### src/rtl/spirtc_pkg.sv
`timescale 1ns/1ps
package spirtc_pkg;
  localparam int BYTE_W = 8;
  localparam int ADDR_W = 7;
  localparam int DIR_BIT = 7;
  localparam int WP_BIT = 6;

  localparam logic [ADDR_W-1:0] LAST_PROT    = 7'h0E;
  localparam logic [ADDR_W-1:0] CTRL_ADDR    = 7'h0F;
  localparam logic [ADDR_W-1:0] LAST_CLK_REG = 7'h11;
  localparam logic [ADDR_W-1:0] RAM_BASE     = 7'h20;

  typedef enum logic [1:0] {
    PH_ADDR  = 2'd0,
    PH_WRITE = 2'd1,
    PH_READ  = 2'd2
  } phase_e;

  // time and alarm bytes fall under the write lock
  function automatic logic is_locked_addr(input logic [ADDR_W-1:0] a);
    return a <= LAST_PROT;
  endfunction
endpackage

### src/rtl/spirtc_sync.sv
`timescale 1ns/1ps
module spirtc_sync #(
  parameter int W = 3,
  parameter int STAGES = 2,
  parameter logic [W-1:0] RESET_VAL = '0
) (
  input  logic         clk,
  input  logic         rst_n,
  input  logic [W-1:0] d_async,
  output logic [W-1:0] d_sync
);
  for (genvar g = 0; g < STAGES; g++) begin : g_stage
    logic [W-1:0] q;
    if (g == 0) begin : g_head
      always_ff @(posedge clk or negedge rst_n)
        if (!rst_n) q <= RESET_VAL;
        else        q <= d_async;
    end else begin : g_tail
      always_ff @(posedge clk or negedge rst_n)
        if (!rst_n) q <= RESET_VAL;
        else        q <= g_stage[g-1].q;
    end
  end

  assign d_sync = g_stage[STAGES-1].q;
endmodule

### src/rtl/spirtc_shifter.sv
`timescale 1ns/1ps
module spirtc_shifter
  import spirtc_pkg::*;
(
  input  logic              clk,
  input  logic              rst_n,
  input  logic              ce_s,
  input  logic              sck_rise,
  input  logic              sck_fall,
  input  logic              mosi_s,
  input  logic              tx_load,
  input  logic [BYTE_W-1:0] tx_byte,
  input  logic              tx_en,
  output logic              byte_done,
  output logic [BYTE_W-1:0] rx_byte,
  output logic              miso
);
  localparam int CNT_W = $clog2(BYTE_W);

  logic [CNT_W-1:0]  bit_cnt;
  logic [BYTE_W-2:0] rx_sr;
  logic [BYTE_W-1:0] tx_sr;

  // the byte completes on the rising edge carrying its last bit
  assign rx_byte   = {rx_sr, mosi_s};
  assign byte_done = ce_s && sck_rise && (bit_cnt == CNT_W'(BYTE_W-1));

  always_ff @(posedge clk or negedge rst_n) begin
    if (!rst_n) begin
      bit_cnt <= '0;
      rx_sr   <= '0;
      tx_sr   <= '0;
      miso    <= 1'b0;
    end else if (!ce_s) begin
      bit_cnt <= '0;
      tx_sr   <= '0;
      miso    <= 1'b0;
    end else begin
      if (sck_rise) begin
        rx_sr   <= rx_byte[BYTE_W-2:0];
        bit_cnt <= bit_cnt + 1'b1;
      end
      if (sck_fall)
        miso <= tx_en ? tx_sr[BYTE_W-1] : 1'b0;
      if (tx_load)
        tx_sr <= tx_byte;
      else if (sck_fall && tx_en)
        tx_sr <= {tx_sr[BYTE_W-2:0], 1'b0};
    end
  end
endmodule

### src/rtl/spirtc_regfile.sv
`timescale 1ns/1ps
module spirtc_regfile
  import spirtc_pkg::*;
#(
  parameter int RAM_BYTES = 32
) (
  input  logic              clk,
  input  logic              rst_n,
  input  logic              wr_req,
  input  logic [ADDR_W-1:0] wr_addr,
  input  logic [BYTE_W-1:0] wr_data,
  input  logic              wp_lock,
  input  logic [ADDR_W-1:0] rd_addr,
  output logic [BYTE_W-1:0] rd_data,
  output logic              wr_en,
  output logic              wp_now
);
  localparam int CLK_REGS = int'(LAST_CLK_REG) + 1;
  localparam int SLOTS    = CLK_REGS + RAM_BYTES;
  localparam int SLOT_W   = $clog2(SLOTS);

  logic [BYTE_W-1:0] mem_q [SLOTS];

  function automatic logic slot_hit(input logic [ADDR_W-1:0] a);
    return (a <= LAST_CLK_REG) ||
           (a >= RAM_BASE && int'(a) < int'(RAM_BASE) + RAM_BYTES);
  endfunction

  function automatic logic [SLOT_W-1:0] slot_of(input logic [ADDR_W-1:0] a);
    if (a <= LAST_CLK_REG) return SLOT_W'(a);
    return SLOT_W'(int'(a) - int'(RAM_BASE) + CLK_REGS);
  endfunction

  assign wr_en   = wr_req && slot_hit(wr_addr) &&
                   !(wp_lock && is_locked_addr(wr_addr));
  assign rd_data = slot_hit(rd_addr) ? mem_q[slot_of(rd_addr)] : '0;
  assign wp_now  = mem_q[int'(CTRL_ADDR)][WP_BIT];

  always_ff @(posedge clk or negedge rst_n) begin
    if (!rst_n) begin
      for (int s = 0; s < SLOTS; s++) mem_q[s] <= '0;
    end else if (wr_en) begin
      mem_q[slot_of(wr_addr)] <= wr_data;
    end
  end
endmodule

### src/rtl/spirtc_slave.sv
`timescale 1ns/1ps
module spirtc_slave
  import spirtc_pkg::*;
#(
  parameter int SYNC_STAGES = 2,
  parameter int RAM_BYTES   = 32
) (
  input  logic clk,
  input  logic rst_n,
  input  logic spi_sck,
  input  logic spi_ce,
  input  logic spi_mosi,
  output logic spi_miso
);
  logic [2:0] pins_s;
  logic       sck_s, ce_s, mosi_s, sck_prev, sck_rise, sck_fall;
  logic              byte_done, tx_load, tx_en, wr_req, wr_en, wp_now, wp_lock;
  logic [BYTE_W-1:0] rx_byte, rd_data;
  logic [ADDR_W-1:0] ptr, rd_addr;
  phase_e            phase;

  // sck resets high (idle level) so no false edge leaves reset
  spirtc_sync #(.W(3), .STAGES(SYNC_STAGES), .RESET_VAL(3'b100)) u_sync (
    .clk(clk), .rst_n(rst_n),
    .d_async({spi_sck, spi_ce, spi_mosi}),
    .d_sync(pins_s)
  );
  assign sck_s  = pins_s[2];
  assign ce_s   = pins_s[1];
  assign mosi_s = pins_s[0];

  always_ff @(posedge clk or negedge rst_n)
    if (!rst_n) sck_prev <= 1'b1;
    else        sck_prev <= sck_s;

  assign sck_rise = sck_s && !sck_prev;
  assign sck_fall = !sck_s && sck_prev;

  // window sequencing: address byte, then data bytes with increment
  always_ff @(posedge clk or negedge rst_n) begin
    if (!rst_n) begin
      phase   <= PH_ADDR;
      ptr     <= '0;
      wp_lock <= 1'b0;
    end else if (!ce_s) begin
      phase   <= PH_ADDR;
      wp_lock <= wp_now;
    end else if (byte_done) begin
      if (phase == PH_ADDR) begin
        ptr   <= rx_byte[ADDR_W-1:0];
        phase <= rx_byte[DIR_BIT] ? PH_WRITE : PH_READ;
      end else begin
        ptr <= ptr + 1'b1;
      end
    end
  end

  assign wr_req  = byte_done && (phase == PH_WRITE);
  assign tx_en   = (phase == PH_READ);
  assign tx_load = byte_done &&
                   (((phase == PH_ADDR) && !rx_byte[DIR_BIT]) || (phase == PH_READ));
  assign rd_addr = (phase == PH_ADDR) ? rx_byte[ADDR_W-1:0] : ptr + 1'b1;

  spirtc_shifter u_shift (
    .clk(clk), .rst_n(rst_n), .ce_s(ce_s),
    .sck_rise(sck_rise), .sck_fall(sck_fall), .mosi_s(mosi_s),
    .tx_load(tx_load), .tx_byte(rd_data), .tx_en(tx_en),
    .byte_done(byte_done), .rx_byte(rx_byte), .miso(spi_miso)
  );

  spirtc_regfile #(.RAM_BYTES(RAM_BYTES)) u_regs (
    .clk(clk), .rst_n(rst_n),
    .wr_req(wr_req), .wr_addr(ptr), .wr_data(rx_byte), .wp_lock(wp_lock),
    .rd_addr(rd_addr), .rd_data(rd_data), .wr_en(wr_en), .wp_now(wp_now)
  );
endmodule

### config.mk
export PLATFORM = sky130hd
export DESIGN_NAME = spirtc_slave
export DESIGN_NICKNAME = d
export VERILOG_FILES = /design/src/rtl/spirtc_pkg.sv /design/src/rtl/spirtc_sync.sv /design/src/rtl/spirtc_shifter.sv /design/src/rtl/spirtc_regfile.sv /design/src/rtl/spirtc_slave.sv
export SDC_FILE = /design/constraint.sdc
export NUM_CORES = 1
export LEC_CHECK = 0
export ABC_AREA = 1
export BUFFER_PORTS_ARGS = -buffer_cell sky130_fd_sc_hd__buf_4
export CAP_MARGIN = 10
export CORE_MARGIN = 4
export CORE_UTILIZATION = 45
export CTS_BUF_LIST = sky130_fd_sc_hd__clkbuf_8
export DETAILED_ROUTE_END_ITERATION = 6
export PLACE_DENSITY = 0.6
export SYNTH_ARGS = -nofsm -noshare
export SYNTH_HDL_FRONTEND = slang
export SYNTH_SLANG_ARGS = --single-unit
### constraint.sdc
create_clock -name clk -period 5.6 [get_ports clk]
set_input_delay 1.4 -clock clk [delete_from_list [all_inputs] [get_ports clk]]
set_output_delay 1.4 -clock clk [all_outputs]
set_load 0.01 [all_outputs]
Word-level counts from Yosys, hierarchy flattened
Cells that the tools add are included.
{ "totals": {"ff_bits": 436, "latchBits": 0, "ram_bits": 0, "rom_bits": 0, "inputBits": 5, "output_inout_bits": 1, "wordCells": 139, "memories": 0} }
{ "op_classes": {"addsub": 6, "multipliers": 0, "n_div": 0, "n_lt_le_gt_ge": 10, "n_eq_ne": 8, "n_shift": 0, "mux": 28, "n_bitwise": 2, "reduce_logical": 25} }
{ "ops": {"columns": ["cell", "count"], "rows": [
  ["$bwmux 400", 1],
  ["$mux 8", 7],
  ["$bmux 8 s6", 1],
  ["$demux 8 s6", 1],
  ["$mux 6", 5],
  ["$ge 7x6->1 const B", 2],
  ["$ge 7x7->1 const B", 2],
  ["$le 7x5->1 const B", 2],
  ["$logic_and 1x1->1", 14],
  ["$lt 7x7->1 const B", 2],
  ["$not 6->7", 2],
  ["$add 6x6->6 const B", 2],
  ["$sub 6x6->6 const B", 2],
  ["$mux 2", 4],
  ["$add 7x1->7 const B", 1],
  ["$le 7x4->1 const B", 1],
  ["$lt 7x1->1 const B", 1],
  ["$mux 7", 1],
  ["$mux 1", 6],
  ["$mux 3", 2],
  ["$reduce_and 2->1", 3],
  ["$logic_not 1->1", 4],
  ["$ne 2x1->1 const B", 2],
  ["$ne 2x2->1 const B", 2],
  ["7 further kinds", 9]
]} }

Depth between registers and ports, before layout
{ "logic_depth": {"ltp_word": 16, "mapped_depth": 25, "mapped_depth_nobuf": 23} }

By module
From an unflattened synthesis, not the netlist that was laid out.
{ "unflattened": {"hier_cells": 2751, "area_unflattened_um2": 20881.3} }
{ "modules_own_cells": {"columns": ["mod", "instances", "cells_per_inst", "area_each_um2", "seq_area_each_um2"], "rows": [
  ["spirtc_regfile", 1, 2538, 19120.8, 10009.6],
  ["spirtc_shifter", 1, 111, 927.1, 475.5],
  ["spirtc_slave", 1, 96, 680.7, 276.5],
  ["spirtc_sync", 1, 6, 152.6, 152.6]
]} }

Worst setup path after synthesis
OpenSTA, ideal clock, no wires.
{ "synth_path": {"path_kind": "register to register", "startpoint": "register ptr[1]", "endpoint": "register u_shift.tx_sr[0]", "arrival_time_ns": 2.803, "required_time_ns": 5.484, "path_slack_ns": 2.681, "stages_incl_launch_ff": 23, "period_less_slack_ns": 2.919, "path_cell_list": "dfrtp_1 inv_1 ha_1 inv_1 nand2_1 nand2_4 inv_1 ha_1 nand3_1 nand3_1 nand3_2 nand2_2 buf_6 o21ai_4 buf_6 buf_6 o21ai_1 o211ai_1 nand3_1 nand2_1 nand2_1 nand2_1 nand2_1"} }
{ "synth_via": {"elab_chain_cells": 12, "elab_cells_between_ends": 19, "cone_classes": "3 x add/sub; 3 x order compare; 10 x mux; 1 x bitwise; 2 x reduce/logical"} }
{ "synth_rtl": {"columns": ["item", "line_no", "text"], "rows": [
  ["start, declared", "spirtc_slave.sv:19", "logic [ADDR_W-1:0] ptr, rd_addr;"],
  ["start signal, assigned", "spirtc_slave.sv:50", "ptr <= rx_byte[ADDR_W-1:0];"],
  ["start signal, assigned", "spirtc_slave.sv:53", "ptr <= ptr + 1'b1;"],
  ["$add 7x1->7 *", "spirtc_slave.sv:62", "assign rd_addr = (phase == PH_ADDR) ? rx_byte[ADDR_W-1:0] : ptr + 1'b1;"],
  ["$mux 7 *", "spirtc_slave.sv:62", null],
  ["via rd_addr[1]", "spirtc_slave.sv:19", null],
  ["$sub 6x6->6 / $le 7x5->1 (equally long branches)", "spirtc_regfile.sv:31, spirtc_regfile.sv:25, spirtc_regfile.sv:30", null],
  ["$add 6x6->6 / $mux 1 (equally long branches)", "spirtc_regfile.sv:31, spirtc_regfile.sv:30", null],
  ["$mux 6", "spirtc_regfile.sv:31", "return SLOT_W'(int'(a) - int'(RAM_BASE) + CLK_REGS);"],
  ["$not 6->7 (implied by the code)", "spirtc_regfile.sv:36", "assign rd_data = slot_hit(rd_addr) ? mem_q[slot_of(rd_addr)] : '0;"],
  ["$bmux 8 s6", "spirtc_regfile.sv:36", null],
  ["$mux 8 (implied by the code) (2 in a row)", "spirtc_regfile.sv:36", null],
  ["$mux 8 *", "spirtc_regfile.sv:36", null],
  ["$mux 8 *", "spirtc_shifter.sv:45", "if (tx_load)"],
  ["$mux 8 *", "spirtc_shifter.sv:34", "end else if (!ce_s) begin"],
  ["end signal, assigned", "spirtc_shifter.sv:46", "tx_sr <= tx_byte;"],
  ["end signal, assigned", "spirtc_shifter.sv:48", "tx_sr <= {tx_sr[BYTE_W-2:0], 1'b0};"],
  ["end, declared", "spirtc_shifter.sv:22", "logic [BYTE_W-1:0] tx_sr;"]
]} }
Mark *: on every way through the listed nets, which the timed path passes. The rest lies on a longest branch. The select of a mux whose other input is x is not followed.
A chain may end at the register's enable or synchronous reset.

Final worst setup path
Same ends and word-level chain as after synthesis.

==> impl_metrics.csv <==
group,metric,value,unit
outcome,run_status,"finished clean",
clocking,holdBufCountCts,0,
place,preCtsSetupSlack,1340,ps
worst_setup_path,critical-path-top-cell-by-count,"sky130_fd_sc_hd__nand2_1",
timing,timing.final.crit_period,4330,ps
yosys,synthesis.area,21800,um2
clocking,cts_inserted_buffers,76,
routing,antenna_left,0,
worst_setup_path,reg2reg_setup_slack,1270,ps
place,placement.cell_area,21800,um2
worst_setup_path,endpoint_kind,"flip-flop",
timing,final_critical_path_setup_slack,1270,ps
clocking,numClockSinks,436,
timing,max_slew_margin,29.7,%
global_route,pin_count_of_the_biggest_net_entering_global_routing,125,
place,place_congestion,0.918,
power,static-leakage-power,11.8,nW
routing,wl_per_cell,19.1,um
power,max_rail_drop_vdd,179,uV
floorplanning,initial_core_util,45.6,%
worst_setup_path,worst_setup_path_start_kind,"flip-flop",
global_route,grt.overflow.total,0,
routing,remaining_drc_errors,0,
routing,drt_iter0_drcs,1793,
min_path,end_point_of_the_worst_hold_path,"u_sync.d_sync[1]",
floorplanning,die-area,51900,um2
cells_and_area,synthToLayoutAreaGrowth,6.59,%
timing,rsz0062_at_grt,"no",
routing,number_of_detailed_routing_iterations_run_before_antenna_repair,5,
clocking,cts-resized-gates,0,
global_route,first_global_vias,16100,
global_route,groute.usage.overall,22.4,%
worst_setup_path,critical_path_required,6140,ps
routing,via_per_inst,5.46,
power,power-per-cell-area,340,nW/um2
cells_and_area,layout.area.seq,10900,um2
yosys,seq_area_frac_synth,50.2,%
place,post-dp-hpwl,36300,um
cells_and_area,stdcell_area,23200,um2
min_path,worst_hold_startpoint,"u_sync.g_stage[0].q[1]",
timing,clock_skew,26.0,ps
worst_setup_path,cp_cell_sequence,"inv_1 > ha_1 > inv_1 > nand2_1 > nand2_4 > inv_1 > ha_1 > nand3_1 > nand3_1 > nand3_2 > nand2_2 > nand2_2 > nand2_2 > buf_12 > o21ai_0 > inv_1 > o21ai_0 > o211ai_1 > nand3_1 > nand2_1 > nand2_1 > nand2_1 > nand2_1",
cells_and_area,final_util,48.6,%
timing,achievable-frequency,231,MHz
floorplanning,floorplan.die.width,228,um
clocking,ctsRootBufferMaster,"sky130_fd_sc_hd__clkbuf_8",
worst_setup_path,crit_path_kind,"flip-flop to flip-flop",
worst_setup_path,cp_max_fo,42,
worst_setup_path,timing.rr.start,"ptr[1]",
clocking,cts_tree,"built",
timing,tightestPinTransition,1050,ps
clocking,clock_path_buffers,3,
routing,totalWireLength,58800,um
timing,report.final.slew_viol_count,0,
place,post-place-cells,2952,
yosys,ys.warnings.count,0,
min_path,timing.hold.worst.class,"flip-flop to flip-flop",
place,numPortBuffers,5,
yosys,synth.lib_cells_used.distinct,42,
power,power,7.87,mW
worst_setup_path,rr_worst_depth,23,
floorplanning,coreArea,47700,um2
timing,hold_viol_final,0,
routing,num_vias,16800,
worst_setup_path,worst_path_dominant_cell_family,"simple AND/OR/NAND/NOR gates",
cells_and_area,multi_input_comb_area,9300,um2
clocking,deepest_level_of_the_cts_h_tree,3,
timing,final.period_utilization,77.4,%
timing,setup_viol_count_final,0,
yosys,synth-seq-cells,436,
clocking,cts.clk_slew.worst_paths,60,ps
timing,setup_tns_final,0,ps
cells_and_area,post_route_cells_drive_above_1_share,11.0,%
cells_and_area,fin_cells,3074,
floorplanning,i_o_pins,6,
yosys,synth_area_per_cell,8.82,um2
min_path,worst_hold_path.num_cells,0,
clocking,cts_setup_buffers,0,
worst_setup_path,critPathBufInv,5,
worst_setup_path,timing.critical_path.arrival,4880,ps
yosys,cell_count_after_synthesis,2468,
run,max-cap-violations,0,
worst_setup_path,slowest_delay,550,ps
worst_setup_path,critPathSlowestCell,"sky130_fd_sc_hd__nand2_2",
cells_and_area,num_antenna_cells,0,
floorplanning,rows,80,
timing,finalHoldWorstSlack,349,ps
cells_and_area,fillers,4550,
floorplanning,fp.dieH,228,um
global_route,grt_antenna_before_repair,0,
cells_and_area,design.final.nets,2430,
clocking,clock_insertion_delay_worst_skew,660,ps
global_route,grt_pass1_wl,93200,um
yosys,postSynthNetCount,2483,
worst_setup_path,reg2reg_to,"u_shift.tx_sr[0]",
[where the power goes]
part | internal, mW | switching [mW]
logic | 0.477 | 1.50
registers | 3.17 | 0.0122
clock network | 1.43 | 1.29
[layout make-up]
| type | count | area share, % |
|---|---|---|
| sequential | 436 | 47.1 |
| multi-input combinational | 1726 | 40.1 |
| clock buffer | 89 | 5.28 |
| inverter | 148 | 2.41 |
| clock inverter | 33 | 0.637 |
| timing repair buffer | 27 | 1.18 |
| tap | 615 | 3.32 |
[layout by cell type, fill, tap and decap left out, types with 4 or more instances in the layout]
cell type,n
sky130_fd_sc_hd__nand2_1,735
sky130_fd_sc_hd__o211ai_1,5
sky130_fd_sc_hd__nor2_8,9
sky130_fd_sc_hd__inv_1,154
sky130_fd_sc_hd__nand3_2,5
sky130_fd_sc_hd__buf_12,5
sky130_fd_sc_hd__o21ai_1,382
sky130_fd_sc_hd__ha_1,10
sky130_fd_sc_hd__clkinvlp_4,4
sky130_fd_sc_hd__xor2_1,5
sky130_fd_sc_hd__nand2_2,28
sky130_fd_sc_hd__nand2_4,38
sky130_fd_sc_hd__nor3_1,4
sky130_fd_sc_hd__clkbuf_8,89
sky130_fd_sc_hd__o21ai_2,26
sky130_fd_sc_hd__dfrtp_1,433
sky130_fd_sc_hd__mux2i_1,161
sky130_fd_sc_hd__buf_4,21
sky130_fd_sc_hd__inv_2,16
sky130_fd_sc_hd__nand3_1,197
sky130_fd_sc_hd__nor2_4,4
sky130_fd_sc_hd__a21oi_1,28
sky130_fd_sc_hd__nor2_1,37
sky130_fd_sc_hd__clkinv_2,4
sky130_fd_sc_hd__o21ai_0,30
[worst register-to-register path, stage by stage, from the launching register on]
cell                       delay, ps
sky130_fd_sc_hd__dfrtp_1         480
sky130_fd_sc_hd__inv_1           140
sky130_fd_sc_hd__ha_1            300
sky130_fd_sc_hd__inv_1            40
sky130_fd_sc_hd__nand2_1          90
sky130_fd_sc_hd__nand2_4          90
sky130_fd_sc_hd__inv_1           180
sky130_fd_sc_hd__ha_1            180
sky130_fd_sc_hd__nand3_1          80
sky130_fd_sc_hd__nand3_1         110
sky130_fd_sc_hd__nand3_2         140
sky130_fd_sc_hd__nand2_2         320
sky130_fd_sc_hd__nand2_2         360
sky130_fd_sc_hd__nand2_2         560
sky130_fd_sc_hd__buf_12          290
sky130_fd_sc_hd__o21ai_0         170
sky130_fd_sc_hd__inv_1            70
sky130_fd_sc_hd__o21ai_0          80
sky130_fd_sc_hd__o211ai_1        130
sky130_fd_sc_hd__nand3_1         120
sky130_fd_sc_hd__nand2_1         110
sky130_fd_sc_hd__nand2_1          50
sky130_fd_sc_hd__nand2_1          90
sky130_fd_sc_hd__nand2_1          50
[sequential cells by signal (all words and copies together), names as in the netlist]
register,flops
sck_prev,1
u_sync.g_stage.q,3
wp_lock,1
u_shift.bit_cnt,3
u_shift.rx_sr,7
ptr,7
u_shift.miso,1
u_shift.tx_sr,8
u_sync.d_sync,3
phase,2
u_regs.wp_now,1
u_regs.mem_q,399
[logic make-up after synthesis]
| logic type | Yosys count | synth area share (%) |
|---|---|---|
| xor+xnor | 7 | 0.454 |
| fa+ha+maj | 10 | 0.575 |
| flops | 436 | 50.2 |
| compound gates | 481 | 11.9 |
| simple gates | 1067 | 22.4 |
| mux | 161 | 7.41 |
| buf+inv | 306 | 7.15 |
[metal layers]
metal  routed length [um]  GRT usage (%)  up-vias
li1                     -              -     8015
met1                27300           32.4     8173
met2                26100           34.1      480
met3                 3680           4.39      114
met4                 1710           7.27        0
met5                    0              0        -
[worst max path at each step]
stage           start               end  slack (ps)  cells after the start
2_1_floorplan  ptr[1]  u_shift.tx_sr[0]        2680                     22
3_3_place_gp   ptr[1]  u_shift.tx_sr[4]        1490                     24
3_5_place_dp   ptr[1]  u_shift.tx_sr[0]        1340                     23
4_1_cts        ptr[1]  u_shift.tx_sr[0]        1310                     23
5_1_grt        ptr[1]  u_shift.tx_sr[0]         910                     23
6_report       ptr[1]  u_shift.tx_sr[0]        1270                     23
[synthesized netlist by cell type]
master	count	area (um2)
sky130_fd_sc_hd__nor4_2	1	12.5
sky130_fd_sc_hd__inv_4	1	6.26
sky130_fd_sc_hd__nor2_8	9	180
sky130_fd_sc_hd__a31oi_1	1	6.26
sky130_fd_sc_hd__o211ai_1	5	37.5
sky130_fd_sc_hd__o21ai_4	2	32.5
sky130_fd_sc_hd__mux2i_1	161	1610
sky130_fd_sc_hd__nand2_4	37	417
sky130_fd_sc_hd__nand3_1	197	986
sky130_fd_sc_hd__nor3_2	1	10.0
sky130_fd_sc_hd__a22o_1	3	26.3
sky130_fd_sc_hd__nor2_4	4	45.0
sky130_fd_sc_hd__a31oi_4	1	21.3
sky130_fd_sc_hd__a211oi_1	1	7.51
sky130_fd_sc_hd__xor2_1	5	43.8
sky130_fd_sc_hd__xor2_4	2	55.1
sky130_fd_sc_hd__nor3_1	4	20.0
sky130_fd_sc_hd__nand2_1	736	2760
sky130_fd_sc_hd__buf_2	52	260
sky130_fd_sc_hd__buf_6	39	439
sky130_fd_sc_hd__dfstp_2	3	78.8
sky130_fd_sc_hd__nand4_1	1	6.26
sky130_fd_sc_hd__buf_1	2	7.51
sky130_fd_sc_hd__nand3_2	5	50.1
sky130_fd_sc_hd__or2_4	2	17.5
sky130_fd_sc_hd__clkbuf_1	53	199
sky130_fd_sc_hd__inv_2	8	30.0
sky130_fd_sc_hd__nor3_4	2	32.5
sky130_fd_sc_hd__clkinv_2	1	5.00
sky130_fd_sc_hd__inv_1	137	514
sky130_fd_sc_hd__o21ai_1	382	1910
sky130_fd_sc_hd__o221ai_1	1	8.76
sky130_fd_sc_hd__dfrtp_1	433	10800
sky130_fd_sc_hd__a21oi_1	28	140
sky130_fd_sc_hd__nor2_2	3	18.8
sky130_fd_sc_hd__nand2_2	28	175
sky130_fd_sc_hd__clkinv_1	1	3.75
sky130_fd_sc_hd__buf_4	12	90.1
sky130_fd_sc_hd__nor2_1	37	139
sky130_fd_sc_hd__ha_1	10	125
sky130_fd_sc_hd__o21ai_0	30	150
sky130_fd_sc_hd__o21ai_2	27	236
Power figures use the tool's default switching activity.
